File: src/rtl/cmdq_pkg.sv
package cmdq_pkg;

    typedef enum logic [1:0] {
        XF_IDLE  = 2'd0,
        XF_READ  = 2'd1,
        XF_WRITE = 2'd2,
        XF_ACK   = 2'd3
    } xfer_state_e;

endpackage

File: src/rtl/cmdq_src_ptr.sv
module cmdq_src_ptr #(
    parameter int ADDR_W = 32,
    parameter int LEN_W  = 16,
    parameter int STEP_B = 4
) (
    input  logic              clk,
    input  logic              rst_n,
    input  logic              arm,
    input  logic [ADDR_W-1:0] start_addr,
    input  logic [LEN_W-1:0]  start_len,
    input  logic [ADDR_W-1:0] restart_addr,
    input  logic [LEN_W-1:0]  restart_len,
    input  logic              wrap_mode,
    input  logic              step,
    output logic [ADDR_W-1:0] src_addr,
    output logic              active,
    output logic              done
);

    localparam logic [ADDR_W-1:0] INC   = ADDR_W'(STEP_B);
    localparam logic [LEN_W-1:0]  ONE_L = LEN_W'(1);

    typedef struct packed {
        logic [ADDR_W-1:0] src;
        logic [LEN_W-1:0]  left;
        logic [ADDR_W-1:0] rs_addr;
        logic [LEN_W-1:0]  rs_len;
        logic              wrap;
        logic              active;
        logic              done;
    } ptr_t;

    ptr_t ptr_d, ptr_q;
    logic at_last;

    assign at_last = (ptr_q.left <= ONE_L);

    always_comb begin
        ptr_d = ptr_q;
        if (arm) begin
            ptr_d.src     = start_addr;
            ptr_d.left    = start_len;
            ptr_d.rs_addr = restart_addr;
            ptr_d.rs_len  = restart_len;
            ptr_d.wrap    = wrap_mode;
            ptr_d.active  = (start_len != '0);
            ptr_d.done    = 1'b0;
        end else if (step && ptr_q.active) begin
            if (at_last) begin
                if (ptr_q.wrap && (ptr_q.rs_len != '0)) begin
                    ptr_d.src  = ptr_q.rs_addr;
                    ptr_d.left = ptr_q.rs_len;
                end else begin
                    ptr_d.active = 1'b0;
                    ptr_d.done   = 1'b1;
                end
            end else begin
                ptr_d.src  = ptr_q.src + INC;
                ptr_d.left = ptr_q.left - ONE_L;
            end
        end
    end

    always_ff @(posedge clk) begin
        if (!rst_n) begin
            ptr_q <= '0;
        end else begin
            ptr_q <= ptr_d;
        end
    end

    assign src_addr = ptr_q.src;
    assign active   = ptr_q.active;
    assign done     = ptr_q.done;

    // a mid-queue step moves the pointer by one word
    a_r5_advance: assert property (@(posedge clk) disable iff (!rst_n)
        (step && ptr_q.active && !at_last && !arm) |=> (ptr_q.src == $past(ptr_q.src) + INC));

    // an end-of-queue step in continuous mode jumps to the restart address
    a_r7_reload: assert property (@(posedge clk) disable iff (!rst_n)
        (step && ptr_q.active && at_last && ptr_q.wrap && (ptr_q.rs_len != '0) && !arm)
        |=> (ptr_q.src == $past(ptr_q.rs_addr) && ptr_q.active));

    // done is only ever seen with the channel off
    a_r6_done_off: assert property (@(posedge clk) disable iff (!rst_n)
        done |-> !active);

    // arming always leaves done cleared
    a_r9_arm_clears: assert property (@(posedge clk) disable iff (!rst_n)
        arm |=> !done);

endmodule

File: src/rtl/cmdq_xfer_fsm.sv
module cmdq_xfer_fsm
    import cmdq_pkg::*;
(
    input  logic clk,
    input  logic rst_n,
    input  logic req,
    input  logic active,
    output logic rd_en,
    output logic wr_en,
    output logic ack,
    output logic step
);

    typedef struct packed {
        xfer_state_e st;
    } fsm_t;

    fsm_t fsm_d, fsm_q;

    always_comb begin
        fsm_d = fsm_q;
        unique case (fsm_q.st)
            XF_IDLE:  if (req && active) fsm_d.st = XF_READ;
            XF_READ:  fsm_d.st = XF_WRITE;
            XF_WRITE: fsm_d.st = XF_ACK;
            XF_ACK:   fsm_d.st = XF_IDLE;
            default:  fsm_d.st = XF_IDLE;
        endcase
    end

    always_ff @(posedge clk) begin
        if (!rst_n) begin
            fsm_q.st <= XF_IDLE;
        end else begin
            fsm_q <= fsm_d;
        end
    end

    assign rd_en = (fsm_q.st == XF_READ);
    assign wr_en = (fsm_q.st == XF_WRITE);
    assign ack   = (fsm_q.st == XF_ACK);
    assign step  = wr_en;

    // the write follows the read by one cycle
    a_r3_rd_then_wr: assert property (@(posedge clk) disable iff (!rst_n)
        rd_en |=> wr_en);

    // the acknowledge follows the write by one cycle
    a_r3_wr_then_ack: assert property (@(posedge clk) disable iff (!rst_n)
        wr_en |=> ack);

    // the acknowledge is a single-cycle pulse
    a_r3_ack_pulse: assert property (@(posedge clk) disable iff (!rst_n)
        ack |=> !ack);

    // an idle channel that is off never starts a read
    a_r8_off_no_read: assert property (@(posedge clk) disable iff (!rst_n)
        (fsm_q.st == XF_IDLE && !active) |=> !rd_en);

endmodule

File: src/rtl/cmdq_feeder.sv
module cmdq_feeder #(
    parameter int ADDR_W = 32,
    parameter int DATA_W = 32,
    parameter int LEN_W  = 16
) (
    input  logic              clk,
    input  logic              rst_n,
    input  logic              cfg_arm,
    input  logic [ADDR_W-1:0] cfg_start_addr,
    input  logic [LEN_W-1:0]  cfg_len,
    input  logic [ADDR_W-1:0] cfg_restart_addr,
    input  logic [LEN_W-1:0]  cfg_restart_len,
    input  logic [ADDR_W-1:0] cfg_dest_addr,
    input  logic              cfg_wrap,
    input  logic              req,
    output logic              req_ack,
    output logic              mem_rd_en,
    output logic [ADDR_W-1:0] mem_rd_addr,
    input  logic [DATA_W-1:0] mem_rd_data,
    output logic              reg_wr_en,
    output logic [ADDR_W-1:0] reg_wr_addr,
    output logic [DATA_W-1:0] reg_wr_data,
    output logic              chan_on,
    output logic              scan_done
);

    localparam int STEP_B = DATA_W / 8;

    logic              step;
    logic              active;
    logic [ADDR_W-1:0] src_addr;
    logic [ADDR_W-1:0] dest_d, dest_q;

    cmdq_src_ptr #(
        .ADDR_W (ADDR_W),
        .LEN_W  (LEN_W),
        .STEP_B (STEP_B)
    ) i_ptr (
        .clk          (clk),
        .rst_n        (rst_n),
        .arm          (cfg_arm),
        .start_addr   (cfg_start_addr),
        .start_len    (cfg_len),
        .restart_addr (cfg_restart_addr),
        .restart_len  (cfg_restart_len),
        .wrap_mode    (cfg_wrap),
        .step         (step),
        .src_addr     (src_addr),
        .active       (active),
        .done         (scan_done)
    );

    cmdq_xfer_fsm i_fsm (
        .clk    (clk),
        .rst_n  (rst_n),
        .req    (req),
        .active (active),
        .rd_en  (mem_rd_en),
        .wr_en  (reg_wr_en),
        .ack    (req_ack),
        .step   (step)
    );

    always_comb begin
        dest_d = dest_q;
        if (cfg_arm) begin
            dest_d = cfg_dest_addr;
        end
    end

    always_ff @(posedge clk) begin
        if (!rst_n) begin
            dest_q <= '0;
        end else begin
            dest_q <= dest_d;
        end
    end

    assign mem_rd_addr = src_addr;
    assign reg_wr_addr = dest_q;
    assign reg_wr_data = mem_rd_data;
    assign chan_on     = active;

    // the destination only moves on an arm
    a_r4_dest_fixed: assert property (@(posedge clk) disable iff (!rst_n)
        !cfg_arm |=> $stable(reg_wr_addr));

    // the read address holds steady between read and write
    a_r3_addr_hold: assert property (@(posedge clk) disable iff (!rst_n)
        (mem_rd_en && !cfg_arm) |=> $stable(mem_rd_addr));

endmodule

File: config.mk
export PLATFORM = sky130hd
export DESIGN_NAME = cmdq_feeder
export DESIGN_NICKNAME = d
export VERILOG_FILES = /design/src/rtl/cmdq_pkg.sv /design/src/rtl/cmdq_src_ptr.sv /design/src/rtl/cmdq_xfer_fsm.sv /design/src/rtl/cmdq_feeder.sv
export SDC_FILE = /design/constraint.sdc
export NUM_CORES = 1
export LEC_CHECK = 0
export ABC_AREA = 0
export BUFFER_PORTS_ARGS = -buffer_cell sky130_fd_sc_hd__buf_4
export CAP_MARGIN = 20
export CELL_PAD_IN_SITES_DETAIL_PLACEMENT = 0
export CELL_PAD_IN_SITES_GLOBAL_PLACEMENT = 2
export CORE_UTILIZATION = 31
export CTS_BUF_LIST = sky130_fd_sc_hd__clkbuf_8 sky130_fd_sc_hd__clkbuf_16
export DETAILED_ROUTE_END_ITERATION = 7
export HOLD_SLACK_MARGIN = 0.02
export PLACE_DENSITY_LB_ADDON = 0.1
export SLEW_MARGIN = 20
export SYNTH_ARGS = -nofsm -noshare
export SYNTH_HDL_FRONTEND = slang
export SYNTH_HIERARCHICAL = 1
export SYNTH_SLANG_ARGS = --single-unit
File: constraint.sdc
create_clock -name clk -period 6.68 [get_ports clk]
set_input_delay 1.67 -clock clk [delete_from_list [all_inputs] [get_ports clk]]
set_output_delay 1.67 -clock clk [all_outputs]
set_load 0.01 [all_outputs]
==> flow_summary.yaml <==
outcome:
  outcome: "completed"
critical_path:
  critPathKind: "in2reg"
  crit_chain: "buf_6 > inv_1 > a41oi_2 > buf_4 > nand2_1 > o31ai_1"
  r2r_start: "i_ptr/ptr_q[53]$_SDFFE_PN0P_"
  cp-end-kind: "flip-flop"
  worst-path-buf-inv: 3
  worstPathRequired_ns: 7.01
  reg2reg_slack_ns: 3.46
  reg2regPathDepth: 6
  cp_top_family: "buffers and inverters"
  path_depth: 6
  crit_slowest_cell: "buf_6"
  r2r-end: "i_ptr/src_addr[22]$_SDFFE_PN0P_"
  slowest_delay_ns: 0.66
  cp.arrival_ns: 4.03
  crit_fanout: 84
  critPathLaunchType: "input port"
timing:
  rsz0062_at_grt: "false"
  slew-limit-headroom_pct: 37.6
  period_minus_slack_ns: 3.70
  final-hold-violation-count: 0
  fin_crit_sh_pct: 55.4
  fmax_mhz: 270
  fin_ws_ns: 2.98
  finalSetupViolations: 0
  final_max_slew_viol_count: 0
  skew_ns: 0.0185
  tns_ns: 0
  worst_pin_slew_ns: 0.936
synth:
  avgSynthCellArea_sq_um: 8.79
  synth.most_common_cell: "dfxtp_1"
  async_flop_share_pct: 0
  synth_top_area_share_pct: 35.9
  ys_seq_elements: 133
  synth_edf_count: 0
  synthesis.nets: 1017
  yosys_warnings: 6
  synth_top_cell_by_area: "dfxtp_1"
  synth_cell_types: 76
  synth_common_cells: "dfxtp_1 (133), mux2i_1 (81), nand2_1 (80)"
  synth_cells: 844
  syn_area_sq_um: 7420
  synthFlopType: "dfxtp_1"
  ys_seq_area_share_pct: 35.9
  synthTopCellsByArea: "dfxtp_1 (36%), mux2i_1 (11%), nor2b_1 (6.7%), buf_4 (6.6%), nand2_1 (4.0%)"
floorplan:
  coreArea_sq_um: 23500
  rows: 56
  die-height_um: 157
  dieArea_sq_um: 24500
  die_w_um: 157
  initial_core_util_pct: 31.6
  ios: 266
drt:
  drt-initial-drc-count: 512
  via_count: 6690
  drt_wl_total_um: 25400
  viasPerCell: 5.21
  post_drt_wl_per_cell_um: 19.7
  first_pass_iters: 7
  drc_errors: 0
  antenna_left: 0
clock_network:
  clock-sinks: 133
  post_cts_resized: 0
  clk_latency_ns: 0.43
  cts_buffer_depth: 2
  clkTransAtPathRegs_ns: 0.07
  cts_tree: "built"
  holdBufCountCts: 0
  numCtsBuffers: 17
  clock_tree.root_cell: "clkbuf_16"
  post_cts_buffers: 0
  h-tree-depth: 4
cells_and_area:
  drive_above_1_share_pct: 26.5
  antenna_cells: 0
  nets: 1125
  layout.cells.non_filler: 1284
  area.growth.synth_to_final_pct: 24.5
power_and_ir_drop:
  ir_worst_vdd_mv: 0.143
  p_per_area_nw_per_um2: 253
  leakage_nw: 3.86
global_routing:
  grt_pass1_wl_um: 38200
  grt_pass1_vias: 6526
  track_usage_pct: 20.6
  grt_overflow: 0
  antenna_found_initial: 0
  grt_max_degree: 85
placed_design:
  dp.cells: 1252
  gp_congestion: 0.828
  dp_slack_ns: 2.58
  hpwl_um: 18200
  io_buffers: 201
hold_path:
  hold_depth: 2
  hp-class: "reg2reg"
  hold_end: "i_ptr/ptr_q[19]$_SDFFE_PN0P_"
  hold_start: "i_ptr/ptr_q[19]$_SDFFE_PN0P_"
job:
  drv_cap: 0
## worst min-delay path: cells and delay by family (launching register included)
family,cells,cell delay [ns]
AND/OR/NAND/NOR,1,0.07
AO/OA/AOI/OAI,1,0.07
flip-flops,1,0.30
## state kept, by name, summed over array words and instances, names as in the netlist
name / count
i_ptr/src_addr: 32
i_fsm/fsm_q: 2
i_ptr/ptr_q: 65
reg_wr_addr: 32
i_ptr/done: 1
i_ptr/active: 1
## logic make-up after synthesis
group | count (synthesis) | share of synthesized area, %
compound gates | 180 | 17.3
buf+inv | 127 | 10.6
flops | 133 | 35.9
simple gates | 294 | 21.3
mux | 83 | 11.2
fa+ha+maj | 8 | 1.35
xor+xnor | 19 | 2.24
## area by class of cell
cell class                 instances  area, sq um
fill                            2415        14200
multi-input combinational        584         3970
sequential                       133         2660
timing repair buffer             208         1570
clock buffer                      17          425
tap                              319          399
clock inverter                    15          184
inverter                           8         30.0
## metal layers
layer,track usage (%),part of all wire [%]
met5,0,0
met2,32.4,45
met4,6.86,1.8
met3,5.12,6.8
met1,27.2,46
## power breakdown
| part | total (mW) | switching, mW | internal (mW) |
|---|---|---|---|
| Combinational | 0.447 | 0.236 | 0.211 |
| Sequential | 0.917 | 0.0647 | 0.852 |
| Clock | 0.973 | 0.433 | 0.540 |
## worst max path at each step
stage	from	to	slack, ns
after floorplan	mem_rd_data[0]	reg_wr_data[0]	3.22
after global placement	cfg_arm	i_ptr/src_addr[27]$_SDFFE_PN0P_	2.64
after detailed placement	cfg_arm	i_ptr/src_addr[20]$_SDFFE_PN0P_	2.58
after CTS	cfg_arm	i_ptr/src_addr[20]$_SDFFE_PN0P_	3.02
after global routing	cfg_arm	i_ptr/src_addr[24]$_SDFFE_PN0P_	2.80
final	cfg_arm	i_ptr/src_addr[20]$_SDFFE_PN0P_	2.98
## cell usage in the layout, fill, tap and decap left out, drive strengths merged, types with 7 or more instances in the layout
cell,instances
nor2,35
clkbuf,17
o211ai,14
o21ai,39
nand2,80
a31oi,14
nor4,8
mux2i,81
ha,8
a21boi,10
buf,208
nand3,14
or4,8
nor3,22
nand4,14
xor2,7
a21oi,31
dfxtp,133
a221o,9
xnor2,12
nor2b,79
or3,7
inv,18
## stage by stage
step | utilization, % | hold WS [ns] | cell area [sq um] | power, mW
6_report | 39.3 | 0.489 | 9240 | 2.34
3_5_place_dp | 36.8 | 0.481 | 8630 | 1.38
3_3_place_gp | 36.7 | 0.470 | 8620 | 1.38
5_1_grt | 39.3 | 0.508 | 9240 | 2.44
2_1_floorplan | - | 0.448 | 7420 | 1.22
4_1_cts | 39.3 | 0.490 | 9240 | 2.36
(Power assumes the default switching activity.)
